File: src/rtl/rtc_status_irq.sv
module rtc_status_irq #(
  parameter int HOUR_W    = 5,
  parameter int MIN_W     = 6,
  parameter int ADDR_W    = 4,
  parameter int NFLAG     = 8,
  parameter logic [ADDR_W-1:0] A_STATUS = 4'd0,
  parameter logic [ADDR_W-1:0] A_ENABLE = 4'd1,
  parameter logic [ADDR_W-1:0] A_ALM_HR = 4'd2,
  parameter logic [ADDR_W-1:0] A_ALM_MN = 4'd3,
  parameter logic [ADDR_W-1:0] A_CHRON  = 4'd4,
  parameter logic [ADDR_W-1:0] A_DAY    = 4'd5,
  parameter logic [ADDR_W-1:0] A_HOUR   = 4'd6,
  parameter logic [ADDR_W-1:0] A_MIN    = 4'd7,
  parameter logic [ADDR_W-1:0] A_SEC    = 4'd8,
  parameter logic [ADDR_W-1:0] A_TB1    = 4'd9,
  parameter logic [ADDR_W-1:0] A_TB2    = 4'd10
) (
  input  logic              clk,
  input  logic              rst_n,
  input  logic [HOUR_W-1:0] hour_cnt,
  input  logic [MIN_W-1:0]  min_cnt,
  input  logic              chron_tick,
  input  logic              day_tick,
  input  logic              hour_tick,
  input  logic              min_tick,
  input  logic              sec_tick,
  input  logic              tb1_tick,
  input  logic              tb2_tick,
  input  logic [ADDR_W-1:0] bus_addr,
  input  logic              bus_rd,
  input  logic              bus_wr,
  input  logic [7:0]        bus_wdata,
  output logic [7:0]        bus_rdata,
  output logic              irq
);

  localparam logic [ADDR_W-1:0] PAIR_ADDR [NFLAG] = '{
    A_TB2, A_TB1, A_SEC, A_MIN, A_HOUR, A_DAY, A_CHRON, A_ALM_HR
  };

  logic [NFLAG-1:0]  flags_q, armed_q, en_q, set_ev, pair_hit, clr;
  logic [HOUR_W-1:0] alm_hr_q;
  logic [MIN_W-1:0]  alm_mn_q;
  logic              match, match_q;

  assign match  = (hour_cnt == alm_hr_q) && (min_cnt == alm_mn_q);
  assign set_ev = {match & ~match_q, chron_tick, day_tick, hour_tick,
                   min_tick, sec_tick, tb1_tick, tb2_tick};

  for (genvar i = 0; i < NFLAG; i++) begin : g_pair
    assign pair_hit[i] = bus_rd && (bus_addr == PAIR_ADDR[i]);
  end

  assign clr = pair_hit & armed_q;

  always_ff @(posedge clk or negedge rst_n) begin
    if (!rst_n) begin
      flags_q <= '0;
      armed_q <= '0;
      match_q <= 1'b0;
      irq     <= 1'b0;
    end else begin
      flags_q <= set_ev | (flags_q & ~clr);
      match_q <= match;
      irq     <= |(flags_q & en_q);
      if (bus_rd && bus_addr == A_STATUS)
        armed_q <= flags_q;
      else if (|pair_hit)
        armed_q <= '0;
    end
  end

  always_ff @(posedge clk or negedge rst_n) begin
    if (!rst_n) begin
      en_q     <= '0;
      alm_hr_q <= '0;
      alm_mn_q <= '0;
    end else if (bus_wr) begin
      if (bus_addr == A_ENABLE) en_q     <= bus_wdata[NFLAG-1:0];
      if (bus_addr == A_ALM_HR) alm_hr_q <= bus_wdata[HOUR_W-1:0];
      if (bus_addr == A_ALM_MN) alm_mn_q <= bus_wdata[MIN_W-1:0];
    end
  end

  always_comb begin
    bus_rdata = '0;
    if (bus_addr == A_STATUS)      bus_rdata = flags_q;
    else if (bus_addr == A_ENABLE) bus_rdata = en_q;
    else if (bus_addr == A_ALM_HR) bus_rdata[HOUR_W-1:0] = alm_hr_q;
    else if (bus_addr == A_ALM_MN) bus_rdata[MIN_W-1:0]  = alm_mn_q;
  end

endmodule

File: config.mk
export PLATFORM = sky130hd
export DESIGN_NAME = rtc_status_irq
export DESIGN_NICKNAME = d
export VERILOG_FILES = /design/src/rtl/rtc_status_irq.sv
export SDC_FILE = /design/constraint.sdc
export NUM_CORES = 1
export LEC_CHECK = 0
export BUFFER_PORTS_ARGS = -buffer_cell sky130_fd_sc_hd__clkbuf_2
export CORE_MARGIN = 4
export CORE_UTILIZATION = 33
export CTS_BUF_LIST = sky130_fd_sc_hd__clkbuf_2 sky130_fd_sc_hd__clkbuf_4 sky130_fd_sc_hd__clkbuf_8
export CTS_CLUSTER_DIAMETER = 100
export DETAILED_ROUTE_END_ITERATION = 12
export PLACE_DENSITY = 0.54
export SYNTH_ARGS = -nofsm -noshare
export SYNTH_HDL_FRONTEND = slang
export SYNTH_SLANG_ARGS = --single-unit
File: constraint.sdc
create_clock -name clk -period 1.86 [get_ports clk]
set_input_delay 0.279 -clock clk [delete_from_list [all_inputs] [get_ports clk]]
set_output_delay 0.279 -clock clk [all_outputs]
set_load 0.05 [all_outputs]
; ---- Yosys cells after proc, flatten, opt, wreduce, memory -nomap -nowiden
; Index checks and enable logic that the tools add are counted.
[word_totals]
reg_bits = 37
input_bits = 34
out_inout_bits = 9
elab_cells = 51
[op_classes]
n_eq_ne = 12
mux = 8
bitwise = 7
reduce_logical = 17
[ops]
columns = operator, count
row1 = $and 8x8->8, 3
row2 = $mux 8, 3
row3 = $eq 4x3->1 const B, 4
row4 = $reduce_or 8->1, 2
row5 = $eq 4x4->1 const B, 3
row6 = $mux 6, 2
row7 = $logic_and 1x1->1, 10
row8 = $eq 4x2->1 const B, 2
row9 = $not 8->8, 1
row10 = $or 8x8->8, 1
row11 = $eq 6x6->1, 1
row12 = $reduce_and 2->1, 3
row13 = $eq 5x5->1, 1
row14 = $mux 5, 1
row15 = $eq 4x1->1 const B, 1
row16 = $logic_not 4->1, 1
row17 = $mux 2, 1
row18 = $reduce_bool 2->1, 1
row19 = $and 1x1->1, 1
row20 = $mux 1, 1
row21 = $not 1->1, 1

; ---- Longest topological paths before layout
; Gate-level depths: netlist (run 1).
[logic_depth]
ltp_word = 6
mapped_depth = 5
ltp_nobuf = 4

; ---- Worst setup path after synthesis (run 1)
; No wires, ideal clock.
[synth_timing]
path_kind = input-to-output
startpoint = input port bus_addr[0]
endpoint = output port bus_rdata[6]
arrival_time_ps = 2029
t_required_ps = 1581
path_slack_ps = -448
cell_stages = 3
path_buffers = 1
cell_sequence = buf_2 > mux2i_1 > nor4_1
[synth_via]
elab_chain_len = 3
word_cells_on_any_way = 4
classes_between = eq/ne: 1 / mux: 2 / reduce/logical: 1
[synth_lines]
columns = element, line
row1 = "start, declared", 29  ; input logic [ADDR_W-1:0] bus_addr,
row2 = $eq 4x1->1, 88  ; else if (bus_addr == A_ENABLE) bus_rdata = en_q;
row3 = $mux 2, 88
row4 = $mux 8 *, 87  ; if (bus_addr == A_STATUS) bus_rdata = flags_q;
row5 = "end, declared", 33  ; output logic [7:0] bus_rdata,
; Mark *: on every way between the ends. The rest lies on a longest branch, timed or not.

; ---- Worst setup path after layout (run 1)
[layout_timing]
startpoint = register flags_q[2]
endpoint = output port bus_rdata[2]
[layout_via]
elab_chain_len = 1
[layout_lines]
columns = element, line
row1 = "start, declared", 41  ; logic [NFLAG-1:0] flags_q, armed_q, en_q, set_ev, pair_hit, clr;
row2 = "start signal, assigned", 63  ; flags_q <= set_ev | (flags_q & ~clr);
row3 = $mux 8, 87
; No other way between the ends.

==> results of run 1 <==
-- metrics by stage --
| step | total power [W] | TNS (ps) | util |
|---|---|---|---|
| finish | 0.00209 | 0 | 0.427 |
| detailed placement | 0.00148 | 0 | 0.395 |
| global route | 0.00221 | 0 | 0.427 |
| global placement | 0.00147 | 0 | 0.395 |
| floorplan | 0.00132 | 0 | - |
| CTS | 0.00208 | -1.84 | 0.419 |
-- area by class of cell --
class / count / area [um2]
Clock buffer: 6 / 82.6
Clock inverter: 1 / 7.51
Sequential cell: 37 / 927
Multi-Input combinational cell: 97 / 908
Timing Repair Buffer: 52 / 320
Tap cell: 72 / 90.1
Fill cell: 559 / 3140
-- timing repair --
item | CTS | global route
gates cloned | 0 | 0
resized for setup | 7 | 10
setup buffers | 2 | 4
setup endpoints to repair | 5 | 5
-- cell usage in the layout, fill, tap and decap left out, types with 3 or more instances in the layout --
cell	netlist	routed
a21o_1	7	7
a22o_1	8	8
a22oi_1	4	4
and2_1	3	3
buf_4	0	11
clkbuf_2	0	37
clkbuf_8	0	6
dfrtp_1	37	36
mux2_2	13	13
mux2_4	6	6
mux2i_1	4	4
mux4_2	5	5
nand2_1	4	4
nand3_1	7	7
nand4_1	3	3
nor2_1	3	3
xor2_1	9	9
-- registers in the layout, indices dropped and copies added, names as in the netlist --
signal and count:
alm_hr_q 5, alm_mn_q 6, armed_q 8, en_q 8
flags_q 8, irq 1, match_q 1
-- logic make-up after synthesis --
kind of cell / after synthesis
mux: 28
compound gates: 22
xor+xnor: 11
buf+inv: 5
flops: 37
simple gates: 36
-- path summary, 6_finish.rpt --
| check | start | end | slack [ps] | cells after the start |
|---|---|---|---|---|
| worst max-delay path | flags_q[2] | bus_rdata[2] | 50 | 3 |
| worst min-delay path | rst_n | flags_q[5] | 30 | 2 |
| worst max register to register | alm_hr_q[2] | flags_q[7] | 360 | 5 |
| worst min register to register | match_q | flags_q[7] | 430 | 1 |
| max in group asynchronous | rst_n | flags_q[2] | 1480 | 2 |
| min in group clk | min_tick | flags_q[3] | 170 | 2 |
-- power groups by stage --
stage	clock network [W]	registers, W	logic [W]
2_1_floorplan	0	0.00101	0.000319
3_3_place_gp	0	0.00103	0.000442
3_5_place_dp	0	0.00103	0.000447
4_1_cts	0.000595	0.00102	0.000470
5_1_grt	0.000633	0.00103	0.000554
6_report	0.000569	0.00101	0.000506
-- metal layers --
layer | up-vias | wire [um]
li1 | 633 | -
met1 | 683 | 2120
met2 | 35 | 2260
met3 | 5 | 228
met5 | - | 0
met4 | 0 | 32
==> results.json, run 1 <==
{
  "run_status": "finished clean",
  "ir_drop_uv": 377,
  "ys_warn_count": 0,
  "worst-setup-path-type": "reg2out",
  "worst_pin_slew_ps": 462,
  "clk_pin_slew_ps": 70,
  "clock_latency_ps": 290,
  "relSlewSlack": 0.692,
  "synth_edf_count": 0,
  "grtUsageMet1": 0.196,
  "io_buffers": 42,
  "holdWs_ps": 28.0,
  "cp-end-kind": "primary output",
  "dp_worst_setup_slack_ps": 112,
  "hold_class": "in2async",
  "num_io_pins": 43,
  "syn_to_final_growth_pct": 26.1,
  "synth_most_common_cell": "dfrtp_1",
  "fin_nets": 227,
  "synthMuxAreaShare": 0.210,
  "n_antenna_cell": 0,
  "syn_area_per_cell_um2": 13.3,
  "cts_tree": "built",
  "routedWlPerCell_um": 17.5,
  "fin_ws_ps": 53.3,
  "dieWidth_um": 82.9,
  "yosys.area_share.simple": 0.122,
  "final_max_slew_viol_count": 0,
  "synthCells": 139,
  "die_area_um2": 6870,
  "drive_above_1_share": 0.497,
  "synthTopCellsByArea": "dfrtp_1 50%, mux2_2 7.9%, mux4_2 6.1%",
  "drv_cap": 0,
  "crit_required_ps": 1580,
  "fin_skew_ps": 9.24,
  "ctsHoldBuffers": 0,
  "power.switching_w": 0.000596,
  "p_leak_nw": 1.05,
  "antenna_found_initial": 0,
  "yosys.area.top_type_share": 0.500,
  "grt_util_met2": 0.229,
  "gr-total-overflow": 0,
  "setup_violations": 0,
  "cts_buffers": 5,
  "clk_path_buf_depth": 2,
  "routed_wl_um": 4640,
  "fmax_mhz": 553,
  "synth_xor_area_frac": 0.0520,
  "power_frac_clock": 0.273,
  "drcViolationCount": 0,
  "via_count": 1356,
  "rows": 27,
  "cpPeakStageDelay_ps": 450,
  "postLayoutCellArea_um2": 2340,
  "synth.distinct_cells": 30,
  "drt_iter0_drc": 96,
  "ys_ff_latch": 37,
  "die_y_um": 82.9,
  "grt.busiest_layer": "met2",
  "p_per_area_nw_per_um2": 893,
  "rsz0062_at_grt": "no",
  "sw_frac_of_total": 0.286,
  "use_met3": 0.0466,
  "arrival_ps": 1530,
  "grt_pass1_vias": 1559,
  "drt_pass1_iterations": 4,
  "hold_viol_final": 0,
  "cts.sinks": 37,
  "period_needed_ps": 1810,
  "period_share": 0.971,
  "combPwrFrac": 0.243,
  "gp_congestion": 0.808,
  "via_per_inst": 5.12,
  "cpLargestDelayFamily": "multiplexers",
  "place_inst": 252,
  "start_util": 0.338,
  "p_int_w": 0.00149,
  "synth_top_cell_by_area": "dfrtp_1",
  "worstPathCellList": "mux4_2 -> and2_1 -> buf_4",
  "htreeDepth": 2,
  "cp_max_fo": 4,
  "synth_async_sr_flop_share": 1.00,
  "dpl_cell_area_um2": 2160,
  "synth_compound_area_frac": 0.0953,
  "grt_max_degree": 38,
  "grt_pass1_wl_um": 8000,
  "path_buf_inv": 1,
  "grt_use_total": 0.146,
  "synth_adder_area_share": 0,
  "cts_root_buffer": "clkbuf_8",
  "syn_nets": 173,
  "synthFlopType": "dfrtp_1",
  "synth_area_um2": 1850,
  "start_kind": "flop",
  "critical_path.slowest_cell": "mux4_2",
  "place_hpwl_um": 3470,
  "synth_top_family_by_area": "multiplexers",
  "ant_nets": 0,
  "core_area_um2": 5470,
  "synth_common_cells": "37 x dfrtp_1, 13 x mux2_2, 9 x xor2_1",
  "yosysSeqAreaShare": 0.500,
  "pwr-share-seq": 0.485,
  "fin_cells": 265
}
Power figures use the tool's default switching activity.
==> run 2, diff against run 1 <==
--- a/config.mk
+++ b/config.mk
@@ -5,6 +5,7 @@
 export SDC_FILE = /design/constraint.sdc
 export NUM_CORES = 1
 export LEC_CHECK = 0
+export ABC_AREA = 1
 export BUFFER_PORTS_ARGS = -buffer_cell sky130_fd_sc_hd__clkbuf_2
 export CORE_MARGIN = 4
 export CORE_UTILIZATION = 33
==> run 2 against run 1 <==
- final cell count increased by 37%
- core utilization fell by 0.64 points
- clock skew decreased by 3.6 ps
==> results.json, run 2 <==
{
  "synth_common_cells": "76 x nand2_1, 37 x dfrtp_1, 34 x inv_1",
  "drive_above_1_share": 0.268,
  "synth_top_cell_by_area": "dfrtp_1",
  "synth_edf_count": 0,
  "final_max_slew_viol_count": 0,
  "clk_pin_slew_ps": 70,
  "synth_compound_area_frac": 0.146,
  "regArea_um2": 926,
  "core_area_um2": 5570,
  "routed_wl_um": 4590,
  "power_frac_clock": 0.308,
  "grt_pass1_vias": 1672,
  "ys_ff_latch": 37,
  "cp-end-kind": "primary output",
  "cts_buffers": 5,
  "rr_worst_depth": 8,
  "hold_class": "in2reg",
  "num_io_pins": 43,
  "syn_to_final_growth_pct": 21.4,
  "die_area_um2": 7140,
  "n_fill_cell": 600,
  "worst_pin_slew_ps": 441,
  "drt_pass1_iterations": 4,
  "gr-total-overflow": 0,
  "setup_tns_ps": 0,
  "setup_violations": 0,
  "drt_iter0_drc": 58,
  "p_leak_nw": 1.25,
  "hold_viol_final": 0,
  "rows": 27,
  "combPwrFrac": 0.204,
  "period_needed_ps": 1630,
  "p_per_area_nw_per_um2": 860,
  "syn_area_per_cell_um2": 8.01,
  "arrival_ps": 1350,
  "grt_pass1_wl_um": 7980,
  "syn_nets": 275,
  "synth_xor_area_frac": 0.0227,
  "whs_endpoint": "flags_q[6]",
  "r2r-start": "alm_mn_q[5]",
  "clk_path_buf_depth": 2,
  "r2r_setup_slack_ps": 790,
  "via_count": 1636,
  "synthCells": 241,
  "clock_latency_ps": 290,
  "dieWidth_um": 84.5,
  "fin_cells": 363,
  "via_per_inst": 4.51,
  "synth_adder_area_share": 0,
  "grt_max_degree": 23,
  "worst-setup-path-type": "in2out",
  "cts_tree": "built",
  "min_path_cells": 2,
  "synthTopCellsByArea": "dfrtp_1 48%, nand2_1 15%, inv_1 6.6%",
  "r2r_end": "flags_q[7]",
  "cts_root_buffer": "clkbuf_8",
  "synthMuxAreaShare": 0,
  "period_share": 0.876,
  "rsz0062_at_grt": "no",
  "gp_congestion": 0.779,
  "drcViolationCount": 0,
  "ant_nets": 0,
  "largest_registers": "armed_q (8), en_q (8), flags_q (8)",
  "place_inst": 354,
  "power.switching_w": 0.000616,
  "run_status": "finished clean",
  "die_y_um": 84.5,
  "synth_async_sr_flop_share": 1.00,
  "crit_required_ps": 1580,
  "place_hpwl_um": 3720,
  "yosys.area_share.simple": 0.259,
  "p_int_w": 0.00140,
  "n_antenna_cell": 0,
  "ys_warn_count": 0,
  "fmax_mhz": 614,
  "relSlewSlack": 0.706,
  "post_cts_buffers": 0,
  "antenna_found_initial": 0,
  "yosysSeqAreaShare": 0.480,
  "synth_most_common_cell": "nand2_1",
  "cts.sinks": 37,
  "htreeDepth": 2,
  "final_common_cell": "nand2_1",
  "synthFlopType": "dfrtp_1",
  "cp_max_fo": 6,
  "pwr-share-seq": 0.488,
  "synth.distinct_cells": 26,
  "start_util": 0.346,
  "hold_start": "chron_tick",
  "routedWlPerCell_um": 12.6,
  "fin_nets": 324,
  "start_kind": "primary input",
  "io_buffers": 42,
  "final_cell_mix": "76 x nand2_1, 42 x clkbuf_2, 37 x dfrtp_1, 34 x inv_1, 20 x o21ai_1",
  "fin_skew_ps": 5.63,
  "ir_drop_uv": 433,
  "multiInputGateArea_um2": 825,
  "sw_frac_of_total": 0.306,
  "drv_cap": 0,
  "synth_top_family_by_area": "simple AND/OR/NAND/NOR gates",
  "synth_area_um2": 1930,
  "yosys.area.top_type_share": 0.480,
  "grt_use_total": 0.141
}
run 2: cell types whose count changed in the layout (fill, tap and decap cells not counted), sizes merged, moves of 7 or more:
cell	previous run	this run
nand2	4	84
a22o	8	0
a21o	7	0
buf	15	1
inv	0	42
mux2	19	0
nor2	4	11
or2	0	7
o21ai	1	26
xor2	9	0
run 2: area by class of cell:
class / instances / share of cell area
Multi-Input combinational cell: 159 / 0.352
Clock inverter: 1 / 0.00214
Clock buffer: 7 / 0.0411
Sequential cell: 37 / 0.395
Tap cell: 72 / 0.0384
Inverter: 43 / 0.0689
Timing Repair Buffer: 44 / 0.103
run 2: how the worst max path moves through the flow:
stage / slack, ps / end / from
finish: 230 / bus_rdata[0] / bus_addr[1]
CTS: 200 / bus_rdata[0] / bus_addr[1]
global placement: 230 / bus_rdata[1] / bus_addr[1]
detailed placement: 210 / bus_rdata[0] / bus_addr[1]
global route: 160 / bus_rdata[0] / bus_addr[1]
floorplan: 140 / bus_rdata[6] / bus_addr[0]
run 2: power by group through the flow:
stage               registers [W]  clock network, W  logic [W]
global route             0.000999          0.000669   0.000470
floorplan                0.000985                 0   0.000284
CTS                      0.000985          0.000646   0.000419
detailed placement        0.00100                 0   0.000415
finish                   0.000984          0.000621   0.000411
global placement         0.000999                 0   0.000407
run 2: critical path: stages:
cell,delay (ps)
clkbuf_2,120
nor2_2,200
nand2_2,130
inv_2,150
nand2_1,70
o2111ai_1,90
clkbuf_2,320
run 2: routing by layer:
metal / vias up / global-route usage / wire [um] / part of all wire
met5: - / 0 / 0 / 0
met1: 745 / 0.186 / 2110 / 0.46
li1: 852 / - / - / -
met2: 29 / 0.221 / 2200 / 0.48
met3: 10 / 0.0363 / 156 / 0.034
met4: 0 / 0.0547 / 117 / 0.026
run 2: kinds of logic after synthesis:
group	after synthesis
xor+xnor	5
flops	37
buf+inv	45
compound gates	45
simple gates	109
run 2: stage by stage:
stage	hold slack (ps)	instance area (um2)	util	worst slack (ps)	power [W]
2_1_floorplan	-16.6	1930	-	143	0.00127
3_3_place_gp	251	2230	0.400	231	0.00141
3_5_place_dp	244	2230	0.400	212	0.00142
4_1_cts	158	2340	0.420	200	0.00205
5_1_grt	169	2340	0.420	157	0.00214
6_report	170	2340	0.420	230	0.00202
run 2: what timing repair did:
| item | CTS | global route |
|---|---|---|
| endpoints found under the hold margin | 15 | 0 |
| gates resized for setup | 0 | 0 |
| endpoints found under the setup margin | 0 | 0 |
| hold buffers | 1 | 0 |
==> run 3, diff against run 2 <==
==> constraint.sdc (replaced) <==
create_clock -name clk -period 1.86 [get_ports clk]
set_input_delay 0 -clock clk [delete_from_list [all_inputs] [get_ports clk]]
set_output_delay 0 -clock clk [all_outputs]
set_load 0.05 [all_outputs]
==> run 3 against run 2 <==
- the run now ends with hold timing left
- routed wire length rose by 1.0%
- global-route usage fell by 0.62 points
- largest power group unchanged
- register-to-register slack gained 60 ps
==> results.json, run 3 (synthesis gave the netlist of run 2 again) <==
{
  "run_status": "finished with violations",
  "violations": "hold timing",
  "routedWlPerCell_um": 12.4,
  "largest_registers": "armed_q (8), en_q (8), flags_q (8)",
  "cts.sinks": 37,
  "cp_max_fo": 3,
  "hold_class": "in2reg",
  "dpl_cell_area_um2": 2220,
  "holdWs_ps": -2.26,
  "cpPeakStageDelay_ps": 370,
  "grt_use_total": 0.135,
  "grt_max_degree": 22,
  "n_fill_cell": 596,
  "setup_violations": 0,
  "gr-total-overflow": 0,
  "grt_pass1_wl_um": 7670,
  "fin_skew_ps": 4.14,
  "syn_to_final_growth_pct": 25.9,
  "final_util": 0.436,
  "fmax_mhz": 792,
  "via_per_inst": 4.42,
  "io_buffers": 42,
  "hold_viol_final": 1,
  "postLayoutCellArea_um2": 2430,
  "start_util": 0.346,
  "fin_nets": 335,
  "final_max_slew_viol_count": 0,
  "period_needed_ps": 1260,
  "routed_wl_um": 4630,
  "clk_pin_slew_ps": 70,
  "final_cell_mix": "76 x nand2_1, 42 x clkbuf_2, 37 x dfrtp_1, 34 x inv_1, 20 x o21ai_1",
  "n_antenna_cell": 0,
  "cts_root_buffer": "clkbuf_8",
  "p_per_area_nw_per_um2": 811,
  "p_total_w": 0.00197,
  "startpoint": "alm_mn_q[1]",
  "core_area_um2": 5570,
  "ir_drop_uv": 368,
  "die_area_um2": 7140,
  "clk_path_buf_depth": 2,
  "place_hpwl_um": 3720,
  "num_io_pins": 43,
  "antenna_found_initial": 0,
  "cp-end-kind": "primary output",
  "crit_required_ps": 1860,
  "cts_buffers": 5,
  "rows": 27,
  "ant_nets": 0,
  "arrival_ps": 1260,
  "critical_path.slowest_cell": "dfrtp_1",
  "drive_above_1_share": 0.258,
  "drt_iter0_drc": 96,
  "worst_pin_slew_ps": 433,
  "rsz0062_at_grt": "no",
  "start_kind": "flop",
  "drv_cap": 0,
  "cpLargestDelayFamily": "buffers and inverters",
  "hold_start": "bus_wdata[3]",
  "r2r-start": "alm_mn_q[3]",
  "path_buf_inv": 2,
  "via_count": 1652,
  "cts_tree": "built",
  "clock_latency_ps": 280,
  "p_leak_nw": 1.28,
  "final_common_cell": "nand2_1",
  "worstPathCellList": "inv_1 -> o2111ai_1 -> clkbuf_2",
  "relSlewSlack": 0.711,
  "drt_pass1_iterations": 4,
  "dieWidth_um": 84.5,
  "gp_congestion": 0.813,
  "grt_pass1_vias": 1640,
  "htreeDepth": 2,
  "drcViolationCount": 0,
  "setup_tns_ps": 0,
  "post_cts_buffers": 0,
  "period_share": 0.679,
  "worst-setup-path-type": "reg2out",
  "die_y_um": 84.5
}
==> run 3: final cells by class <==
type / instances / area (um2) / area share
clock buffer: 8 / 91.3 / 0.0376
inverter: 43 / 161 / 0.0664
multi-input combinational: 159 / 825 / 0.339
sequential: 37 / 926 / 0.381
tap: 72 / 90.1 / 0.0371
timing repair buffer: 55 / 338 / 0.139
==> run 3: final timing paths <==
path / end / slack [ps] / cells past startpoint
max in group asynchronous: armed_q[2] / 1030 / 3
setup / recovery: bus_rdata[1] / 600 / 3
setup reg to reg: flags_q[7] / 850 / 5
hold reg to reg: armed_q[2] / 500 / 2
min in group asynchronous: armed_q[0] / 190 / 2
hold / removal: en_q[3] / -2 / 3
==> run 3: timing repair <==
item	4_1_cts	5_1_grt
endpoints found under the hold margin	28	0
hold buffers	12	0
gates resized for setup	0	0
==> run 3: layer usage <==
| layer | GRT usage | routed length (um) | vias to the layer above |
|---|---|---|---|
| met3 | 0.0285 | 189 | 5 |
| li1 | - | - | 880 |
| met2 | 0.221 | 2260 | 26 |
| met5 | 0 | 0 | - |
| met1 | 0.177 | 2130 | 741 |
| met4 | 0.0432 | 55 | 0 |
==> run 3: worst register-to-register path, stage by stage, from the launching register on <==
cell,delay (ps)
dfrtp_1,410
xnor2_1,160
nand2_1,60
nor2_1,170
nand3_1,100
nand2_1,60
==> run 3: metrics by stage <==
| step | hold WS, ps | std cells | worst slack [ps] |
|---|---|---|---|
| floorplan | -296 | 241 | 629 |
| global placement | -30.5 | 354 | 790 |
| detailed placement | -30.8 | 354 | 791 |
| CTS | 2.15 | 374 | 570 |
| global route | 5.22 | 374 | 514 |
| finish | -2.26 | 374 | 597 |
==> run 3: where the power goes <==
group          internal, W  switching (W)
registers         0.000907      0.0000756
clock network     0.000310       0.000261
logic             0.000171       0.000248
total              0.00139       0.000585
